==> config.mk <==
export PLATFORM = sky130hd
export DESIGN_NAME = rowpair_scanout
export DESIGN_NICKNAME = d
export VERILOG_FILES = /design/src/rtl/rowpair_pkg.sv /design/src/rtl/rowpair_pacer.sv /design/src/rtl/rowpair_ptr.sv /design/src/rtl/rowpair_out.sv /design/src/rtl/rowpair_scanout.sv
export SDC_FILE = /design/constraint.sdc
export NUM_CORES = 1
export LEC_CHECK = 0
export ABC_AREA = 1
export ABC_CLOCK_PERIOD_IN_PS = 2380
export BUFFER_PORTS_ARGS = -buffer_cell sky130_fd_sc_hd__buf_4
export CAP_MARGIN = 20
export CELL_PAD_IN_SITES_DETAIL_PLACEMENT = 0
export CELL_PAD_IN_SITES_GLOBAL_PLACEMENT = 1
export CORE_MARGIN = 2
export CORE_UTILIZATION = 38
export CTS_CLUSTER_DIAMETER = 150
export DETAILED_ROUTE_END_ITERATION = 10
export PLACE_DENSITY_LB_ADDON = 0.1
export SLEW_MARGIN = 20
export SYNTH_ARGS = -nofsm -noshare
export SYNTH_HDL_FRONTEND = slang
export SYNTH_SLANG_ARGS = --single-unit
==> constraint.sdc <==
create_clock -name clk -period 2.38 [get_ports clk]
set_input_delay 0.119 -clock clk [delete_from_list [all_inputs] [get_ports clk]]
set_output_delay 0.119 -clock clk [all_outputs]
set_load 0.05 [all_outputs]
==> src/rtl/rowpair_pkg.sv <==
package rowpair_pkg;

   // One slot of the output pipeline: a load of a memory byte or of a forced zero
   typedef struct packed {
      logic load;
      logic zero;
   } slot_req_t;

endpackage

==> src/rtl/rowpair_pacer.sv <==
module rowpair_pacer #(
   parameter int LINE_PIX = 160,
   parameter int PIX_DIV  = 5,
   parameter int IDX_W    = 8
) (
   input  logic             clk,
   input  logic             rst_n,
   input  logic             line_go,
   input  logic             vis_on,
   output logic             pix_slot,
   output logic             blank_slot,
   output logic [IDX_W-1:0] slot_idx
);

   localparam logic [IDX_W-1:0] LAST_SLOT = IDX_W'(LINE_PIX);

   logic             busy;
   logic             tick;
   logic             start;
   logic [IDX_W-1:0] idx;

   assign start = line_go & vis_on;

   generate
      if (PIX_DIV == 1) begin : g_nodiv
         assign tick = 1'b1;
      end else begin : g_div
         localparam int DW = $clog2(PIX_DIV);
         localparam logic [DW-1:0] DIV_TOP = DW'(PIX_DIV - 1);
         logic [DW-1:0] dcnt;

         always_ff @(posedge clk or negedge rst_n) begin
            if (!rst_n)
               dcnt <= '0;
            else if (start || !busy || dcnt == DIV_TOP)
               dcnt <= '0;
            else
               dcnt <= dcnt + 1'b1;
         end

         assign tick = (dcnt == '0);
      end
   endgenerate

   always_ff @(posedge clk or negedge rst_n) begin
      if (!rst_n) begin
         busy <= 1'b0;
         idx  <= '0;
      end else if (!vis_on) begin
         busy <= 1'b0;
         idx  <= '0;
      end else if (start) begin
         busy <= 1'b1;
         idx  <= '0;
      end else if (busy && tick) begin
         if (idx == LAST_SLOT)
            busy <= 1'b0;
         else
            idx <= idx + 1'b1;
      end
   end

   assign pix_slot   = busy & vis_on & tick & (idx != LAST_SLOT);
   assign blank_slot = busy & vis_on & tick & (idx == LAST_SLOT);
   assign slot_idx   = idx;

endmodule

==> src/rtl/rowpair_ptr.sv <==
module rowpair_ptr #(
   parameter int ADDR_W       = 16,
   parameter int LINE_PIX     = 160,
   parameter int SCREEN_BYTES = 40960,
   parameter int LN_W         = 10
) (
   input  logic              clk,
   input  logic              rst_n,
   input  logic              frame_top,
   input  logic [ADDR_W-1:0] scr_base,
   input  logic              line_done,
   input  logic [LN_W-1:0]   line_idx,
   output logic [ADDR_W-1:0] row_addr
);

   localparam logic [ADDR_W:0] STEP  = (ADDR_W+1)'(LINE_PIX);
   localparam logic [ADDR_W:0] LIMIT = (ADDR_W+1)'(SCREEN_BYTES);

   logic [ADDR_W:0] stepped;
   logic [LN_W-1:0] next_line;
   logic            next_even;

   assign next_line = line_idx + 1'b1;
   assign next_even = (next_line % LN_W'(2)) == '0;
   assign stepped   = {1'b0, row_addr} + STEP;

   always_ff @(posedge clk or negedge rst_n) begin
      if (!rst_n)
         row_addr <= '0;
      else if (frame_top)
         row_addr <= scr_base;
      else if (line_done && next_even)
         row_addr <= (stepped >= LIMIT) ? '0 : stepped[ADDR_W-1:0];
   end

endmodule

==> src/rtl/rowpair_out.sv <==
module rowpair_out
   import rowpair_pkg::*;
#(
   parameter int PIX_W = 8
) (
   input  logic             clk,
   input  logic             rst_n,
   input  logic             vis_on,
   input  logic             pix_slot,
   input  logic             blank_slot,
   input  logic [PIX_W-1:0] rd_data,
   output logic [PIX_W-1:0] pix_out
);

   slot_req_t req;

   always_ff @(posedge clk or negedge rst_n) begin
      if (!rst_n) begin
         req     <= '0;
         pix_out <= '0;
      end else if (!vis_on) begin
         req     <= '0;
         pix_out <= '0;
      end else begin
         req.load <= pix_slot | blank_slot;
         req.zero <= blank_slot;
         if (req.load)
            pix_out <= req.zero ? '0 : rd_data;
      end
   end

endmodule

==> src/rtl/rowpair_scanout.sv <==
module rowpair_scanout #(
   parameter int PIX_W        = 8,
   parameter int ADDR_W       = 16,
   parameter int LINE_PIX     = 160,
   parameter int PIX_DIV      = 5,
   parameter int SCREEN_BYTES = 40960,
   parameter int LN_W         = 10
) (
   input  logic              clk,
   input  logic              rst_n,
   input  logic              line_go,
   input  logic              vis_on,
   input  logic [LN_W-1:0]   line_idx,
   input  logic              frame_top,
   input  logic [ADDR_W-1:0] scr_base,
   input  logic [PIX_W-1:0]  rd_data,
   output logic [PIX_W-1:0]  pix_out,
   output logic [ADDR_W-1:0] rd_addr,
   output logic              rd_en
);

   localparam int IDX_W = $clog2(LINE_PIX + 1);

   generate
      if (LINE_PIX < 1) begin : g_bad_len
         $error("rowpair_scanout: LINE_PIX must be at least 1");
      end
      if (PIX_DIV < 1) begin : g_bad_div
         $error("rowpair_scanout: PIX_DIV must be at least 1");
      end
      if (SCREEN_BYTES < LINE_PIX || SCREEN_BYTES % LINE_PIX != 0) begin : g_bad_scr
         $error("rowpair_scanout: SCREEN_BYTES must be a whole number of rows");
      end
      if (SCREEN_BYTES > (1 << ADDR_W) || IDX_W > ADDR_W) begin : g_bad_aw
         $error("rowpair_scanout: ADDR_W too narrow");
      end
   endgenerate

   logic             pix_slot;
   logic             blank_slot;
   logic [IDX_W-1:0] slot_idx;
   logic [ADDR_W-1:0] row_addr;

   rowpair_pacer #(
      .LINE_PIX (LINE_PIX),
      .PIX_DIV  (PIX_DIV),
      .IDX_W    (IDX_W)
   ) u_pacer (
      .clk        (clk),
      .rst_n      (rst_n),
      .line_go    (line_go),
      .vis_on     (vis_on),
      .pix_slot   (pix_slot),
      .blank_slot (blank_slot),
      .slot_idx   (slot_idx)
   );

   rowpair_ptr #(
      .ADDR_W       (ADDR_W),
      .LINE_PIX     (LINE_PIX),
      .SCREEN_BYTES (SCREEN_BYTES),
      .LN_W         (LN_W)
   ) u_ptr (
      .clk       (clk),
      .rst_n     (rst_n),
      .frame_top (frame_top),
      .scr_base  (scr_base),
      .line_done (blank_slot),
      .line_idx  (line_idx),
      .row_addr  (row_addr)
   );

   rowpair_out #(
      .PIX_W (PIX_W)
   ) u_out (
      .clk        (clk),
      .rst_n      (rst_n),
      .vis_on     (vis_on),
      .pix_slot   (pix_slot),
      .blank_slot (blank_slot),
      .rd_data    (rd_data),
      .pix_out    (pix_out)
   );

   assign rd_en   = pix_slot;
   assign rd_addr = row_addr + ADDR_W'(slot_idx);

endmodule

==> Word-level counts from Yosys, hierarchy flattened <==
Cells that the tools add are included.
W data, S select, Z words.
{ "word_totals": {"register_bits": 38, "inputBits": 39, "out_inout_bits": 25, "word_cells": 52} }
{ "classes": {"add_sub_neg": 5, "order_cmp": 1, "n_eq_ne": 7, "muxes": 16, "bitwise_logic": 6, "reduce_logical": 10} }
{ "ops": {"columns": ["op", "n"], "rows": [
  ["$mux W8", 7],
  ["$mux W16", 3],
  ["$add A16 B8 Y17 const B", 1],
  ["$ge A17 B16 Y1 const B", 1],
  ["$add A16 B8 Y16", 1],
  ["$logic_not A10 Y1", 1],
  ["$add A8 B1 Y8 const B", 1],
  ["$eq A8 B8 Y1 const B", 1],
  ["$ne A8 B8 Y1 const B", 1],
  ["$ne A3 B1 Y1 const B", 2],
  ["$and A1 B1 Y1", 5],
  ["$mux W1", 4],
  ["$reduce_and A2 Y1", 2],
  ["$add A3 B1 Y3 const B", 1],
  ["$eq A3 B3 Y1 const B", 1],
  ["$logic_not A3 Y1", 1],
  ["$mux W3", 1],
  ["$ne A3 B2 Y1 const B", 1],
  ["$logic_and A1 B1 Y1", 2],
  ["$logic_or A1 B1 Y1", 2],
  ["$mux W2", 1],
  ["$ne A2 B1 Y1 const B", 1],
  ["$reduce_bool A2 Y1", 1],
  ["$add A1 B1 Y1 const B", 1],
  ["other kinds (2)", 2]
]} }

==> Depth between registers and ports, before layout <==
{ "depth": {"word_depth": 6, "ltp_mapped": 12} }

==> By module <==
A second synthesis with hierarchy kept.
{ "unflattened": {"cells_unflattened": 409, "hier_area_um2": 2895.3} }
{ "modules_own_cells": {"columns": ["module", "instances", "cells_per_inst", "area_per_inst_um2", "seq_area_each_um2"], "rows": [
  ["rowpair_ptr", 1, 136, 1013.5, 400.4],
  ["rowpair_pacer", 1, 104, 799.5, 300.3],
  ["rowpair_scanout", 1, 126, 656.9, 0.0],
  ["rowpair_out", 1, 43, 425.4, 250.2]
]} }

==> Least setup slack after synthesis <==
No wires, ideal clock.
{ "synth_path": {"kind": "register to output", "startpoint": "reg u_pacer.idx[0], in the netlist u_pacer.slot_idx[0]", "endpoint": "out rd_addr[8]", "arrival_ps": 2282, "t_required_ps": 2261, "path_slack_ps": -21, "path_stages_with_launch": 8, "cell_sequence": "dfrtp_1 > ha_1 > inv_1 > fa_1 > o21ai_2 > a21oi_1 > o21bai_1 > xor2_1"} }
{ "synth_between": {"elab_chain_len": 1} }
{ "synth_lines": {"columns": ["element", "line", "rtl"], "rows": [
  ["start: declaration", "rowpair_pacer.sv:20", "logic [IDX_W-1:0] idx;"],
  ["start signal: assignment", "rowpair_pacer.sv:59", "idx <= idx + 1'b1;"],
  ["$add A16 B8 Y16", "rowpair_scanout.sv:86", "assign rd_addr = row_addr + ADDR_W'(slot_idx);"],
  ["end: declaration", "rowpair_scanout.sv:18", "output logic [ADDR_W-1:0] rd_addr,"]
]} }
Every way passes these cells.

==> Final worst setup path <==
{ "layout_path": {"startpoint": "reg u_pacer.idx[0], in the netlist u_pacer.slot_idx[0]", "endpoint": "out rd_addr[14]"} }
The elaborated chain is that of the path after synthesis.

==> impl_metrics.prom <==
# TYPE chip_impl_metric gauge
chip_impl_metric{name="yosysWarnings",unit=""} 0
chip_impl_metric{name="ctsHtreeMaxLevel",unit=""} 2
chip_impl_info{name="worstHoldPathType",value="input pin to flip-flop"} 1
chip_impl_metric{name="hold_viol_final",unit=""} 0
chip_impl_info{name="rsz_0062_raised_after_global_routing",value="yes"} 1
chip_impl_metric{name="netlist.area_leader.share",unit="%"} 36.8
chip_impl_info{name="critical_path.slowest_cell",value="sky130_fd_sc_hd__fa_2"} 1
chip_impl_metric{name="synth-edff-count",unit=""} 0
chip_impl_info{name="critPathKind",value="flip-flop to output port"} 1
chip_impl_metric{name="number_of_buffers_created_by_cts",unit=""} 5
chip_impl_metric{name="die_height",unit="um"} 86.5
chip_impl_info{name="synthMostInstantiatedCell",value="sky130_fd_sc_hd__nand2_1"} 1
chip_impl_metric{name="num_antenna_cells",unit=""} 0
chip_impl_metric{name="period_needed",unit="ns"} 2.24
chip_impl_metric{name="post_route_cells_drive_above_1_share",unit="%"} 23.6
chip_impl_metric{name="drt_first_pass_iters",unit=""} 4
chip_impl_metric{name="worstMarginPinSlew",unit="ns"} 0.509
chip_impl_metric{name="final-max-slew-violation-count",unit=""} 0
chip_impl_metric{name="postSynthRegisterBits",unit=""} 38
chip_impl_metric{name="combined_flip_flop_and_latch_cell_area",unit="sq um"} 951
chip_impl_metric{name="drtIter0Drc",unit=""} 95
chip_impl_metric{name="vias_after_detailed_routing",unit=""} 2393
chip_impl_metric{name="setup_viol",unit=""} 0
chip_impl_metric{name="post_synth_inst_count",unit=""} 352
chip_impl_metric{name="ir_drop",unit="mV"} 0.241
chip_impl_info{name="crit_chain",value="ha_1, inv_1, fa_2, o21ai_4, nand4_1, o21ai_2, nand2_1, xor2_1, buf_4"} 1
chip_impl_metric{name="hpwlAfterDp",unit="um"} 4770
chip_impl_metric{name="synth_seq_area_share",unit="%"} 36.8
chip_impl_metric{name="fp-row-count",unit=""} 30
chip_impl_metric{name="cp.required",unit="ns"} 2.26
chip_impl_metric{name="filler_cell_count",unit=""} 698
chip_impl_metric{name="chipWidth",unit="um"} 86.5
chip_impl_metric{name="die_area",unit="sq mm"} 0.00748
chip_impl_metric{name="critical_path_arrival",unit="ns"} 2.12
chip_impl_info{name="run_status",value="finished, final reports clean"} 1
chip_impl_metric{name="asyncSetResetFlopFracSynth",unit="%"} 100
chip_impl_metric{name="routed_wl",unit="um"} 6230
chip_impl_info{name="synth_top_cells_by_area",value="sky130_fd_sc_hd__dfrtp_1, sky130_fd_sc_hd__nand2_1, sky130_fd_sc_hd__inv_1"} 1
chip_impl_metric{name="pwr_density_cell",unit="mW/mm^2"} 705
chip_impl_metric{name="post_synth_num_cell_types",unit=""} 30
chip_impl_metric{name="place.port_buffers",unit=""} 54
chip_impl_metric{name="post_dp_cell_area",unit="sq mm"} 0.00306
chip_impl_metric{name="maxClockFrequency",unit="GHz"} 0.447
chip_impl_metric{name="initial_antenna_violation_count",unit=""} 0
chip_impl_metric{name="path_buf_inv",unit=""} 2
chip_impl_metric{name="multi_input_comb_area",unit="sq mm"} 0.00147
chip_impl_info{name="synth.top_cells.by_count",value="sky130_fd_sc_hd__nand2_1, sky130_fd_sc_hd__inv_1, sky130_fd_sc_hd__dfrtp_1"} 1
chip_impl_metric{name="maxCapViolations",unit=""} 0
chip_impl_metric{name="detail_routed_via_count_per_cell",unit=""} 4.87
chip_impl_metric{name="finalWeightedCongestion",unit=""} 0.826
chip_impl_info{name="path_delay_family",value="adder cells"} 1
chip_impl_metric{name="grt_ovf",unit=""} 0
chip_impl_metric{name="final.setup_skew",unit="ns"} 0.0134
chip_impl_metric{name="grt_pass1_vias",unit=""} 2145
chip_impl_metric{name="synth_nets",unit=""} 405
chip_impl_info{name="synthDominantAreaCellType",value="sky130_fd_sc_hd__dfrtp_1"} 1
chip_impl_metric{name="worst_slew_margin_rel",unit="%"} 66.1
chip_impl_metric{name="remaining_drcs",unit=""} 0
chip_impl_metric{name="p_total",unit="mW"} 2.33
chip_impl_metric{name="cts_sink_count",unit=""} 38
chip_impl_metric{name="place_ws",unit="ns"} 0.118
chip_impl_info{name="tritoncts",value="done"} 1
chip_impl_metric{name="clk_latency",unit="ns"} 0.30
chip_impl_metric{name="final_cycle_share",unit="%"} 93.9
chip_impl_metric{name="power_leakage",unit="nW"} 1.70
chip_impl_metric{name="setup_slack",unit="ns"} 0.145
chip_impl_metric{name="synth.cell_area",unit="sq mm"} 0.00259
chip_impl_metric{name="post_drt_wl_per_cell",unit="um"} 12.7
chip_impl_metric{name="coreArea",unit="sq mm"} 0.00668
chip_impl_metric{name="wire_length_of_the_first_global_routing_pass",unit="um"} 10400
chip_impl_metric{name="boundaryPins",unit=""} 64
chip_impl_metric{name="syn2layout_area_growth",unit="%"} 28.0
chip_impl_metric{name="path_max_fanout",unit=""} 3
chip_impl_metric{name="antenna_left",unit=""} 0
chip_impl_metric{name="layoutNonFillerInstCount",unit=""} 491
chip_impl_metric{name="avgSynthCellArea",unit="sq um"} 7.35
chip_impl_info{name="most_used_flip_flop_cell_after_synthesis",value="sky130_fd_sc_hd__dfrtp_1"} 1
chip_impl_info{name="timing.critical_path.from_type",value="flip-flop"} 1
chip_impl_metric{name="tns",unit="ns"} 0
chip_impl_metric{name="clock_transition_at_the_register_clock_pins_on_the_worst_setup_and_hold_paths_after_cts",unit="ns"} 0.08
chip_impl_metric{name="critical-path-max-stage-delay",unit="ns"} 0.37
chip_impl_metric{name="initial_core_util",unit="%"} 38.7
chip_impl_info{name="setup.worst_path.end_class",value="output port"} 1
chip_impl_metric{name="place.detailed.instances",unit=""} 479
chip_impl_metric{name="nNetsFinal",unit=""} 463
chip_impl_metric{name="cts.path.max_buffers",unit=""} 2
chip_impl_metric{name="overall_routing_resource_usage",unit="%"} 17.6
chip_impl_metric{name="grt_start_max_net_pins",unit=""} 39
chip_impl_info{name="cts_root_buf",value="sky130_fd_sc_hd__clkbuf_8"} 1
chip_impl_metric{name="stdcell_area",unit="sq mm"} 0.00331
==> final timing paths <==
check                                 startpoint                    end  slack, ns  cells past startpoint
setup reg to reg             u_pacer.slot_idx[0]      u_ptr.row_addr[7]       0.37                     10
hold reg to reg            u_pacer.g_div.dcnt[0]  u_pacer.g_div.dcnt[0]       0.47                      1
hold / removal                       scr_base[4]      u_ptr.row_addr[4]       0.02                      3
setup / recovery             u_pacer.slot_idx[0]            rd_addr[14]       0.14                      9
min in group asynchronous                  rst_n     u_ptr.row_addr[12]       0.33                      2
max in group asynchronous                  rst_n    u_pacer.slot_idx[4]       1.69                      2
==> area by class of cell <==
type,instances,share of cell area [%]
multi-input combinational,252,44.3
inverter,54,6.12
sequential,38,28.7
clock inverter,3,2.08
clock buffer,5,2.08
tap,80,3.02
timing repair buffer,59,13.7
==> per-layer routing <==
layer	vias up	track usage [%]	routed length [um]
met2	46	25.5	2770
li1	1233	-	-
met4	0	5.68	102
met5	-	0	0
met1	1106	26.4	3150
met3	8	3.14	203
==> power by group <==
group	leakage, nW	total [mW]	internal (mW)	switching (mW)
clock	0.0683	0.683	0.421	0.262
combinational	1.14	0.867	0.295	0.571
sequential	0.487	0.784	0.706	0.0779
==> stage by stage <==
step | hold WS (ns) | utilization (%)
2_1_floorplan | -0.177 | -
3_3_place_gp | 0.139 | 45.8
3_5_place_dp | 0.135 | 45.8
4_1_cts | 0.0149 | 48.3
5_1_grt | 0.0320 | 49.6
6_report | 0.0223 | 49.6
==> sequential cells by signal, summed over array words and instances (netlist names) <==
| name | cells |
|---|---|
| u_out.req | 2 |
| u_pacer.g_div.dcnt | 3 |
| u_out.pix_out | 8 |
| u_pacer.slot_idx | 8 |
| u_ptr.row_addr | 16 |
| u_pacer.busy | 1 |
==> worst reg2reg max path: cells and delay by family, from the launching register on <==
family          cells  cell delay (ns)
fa+ha+maj           1             0.16
compound gates      2             0.26
flops               1             0.39
simple gates        4             0.61
buf+inv             3             0.49
==> kinds of logic (layout without fill, tap and decap cells) <==
group / Yosys count / after routing / share of synthesized area [%]
compound gates: 52 / 52 / 11.1
simple gates: 170 / 170 / 29.9
buf+inv: 62 / 121 / 9.72
fa+ha+maj: 14 / 14 / 7.06
xor+xnor: 16 / 16 / 5.42
flops: 38 / 38 / 36.8
==> timing repair <==
item	CTS	global route
hold buffers	1	0
endpoints found under the hold margin	38	0
pin swaps	2	2
buffers inserted	1	2
resized for setup	4	11
endpoints found under the setup margin	4	8
==> placed cells by master (no fill, tap or decap), drive strengths merged <==
cell,count
a21o,2
a21oi,13
buf,58
bufinv,2
clkbuf,5
clkinv,1
dfrtp,38
dlygate4sd3,1
fa,1
ha,13
inv,54
nand2,100
nand3,33
nand4,5
nor2,28
nor3,2
o21ai,29
o21bai,7
o22ai,1
or2,2
xnor2,4
xor2,12
Power figures use the tool's default switching activity.
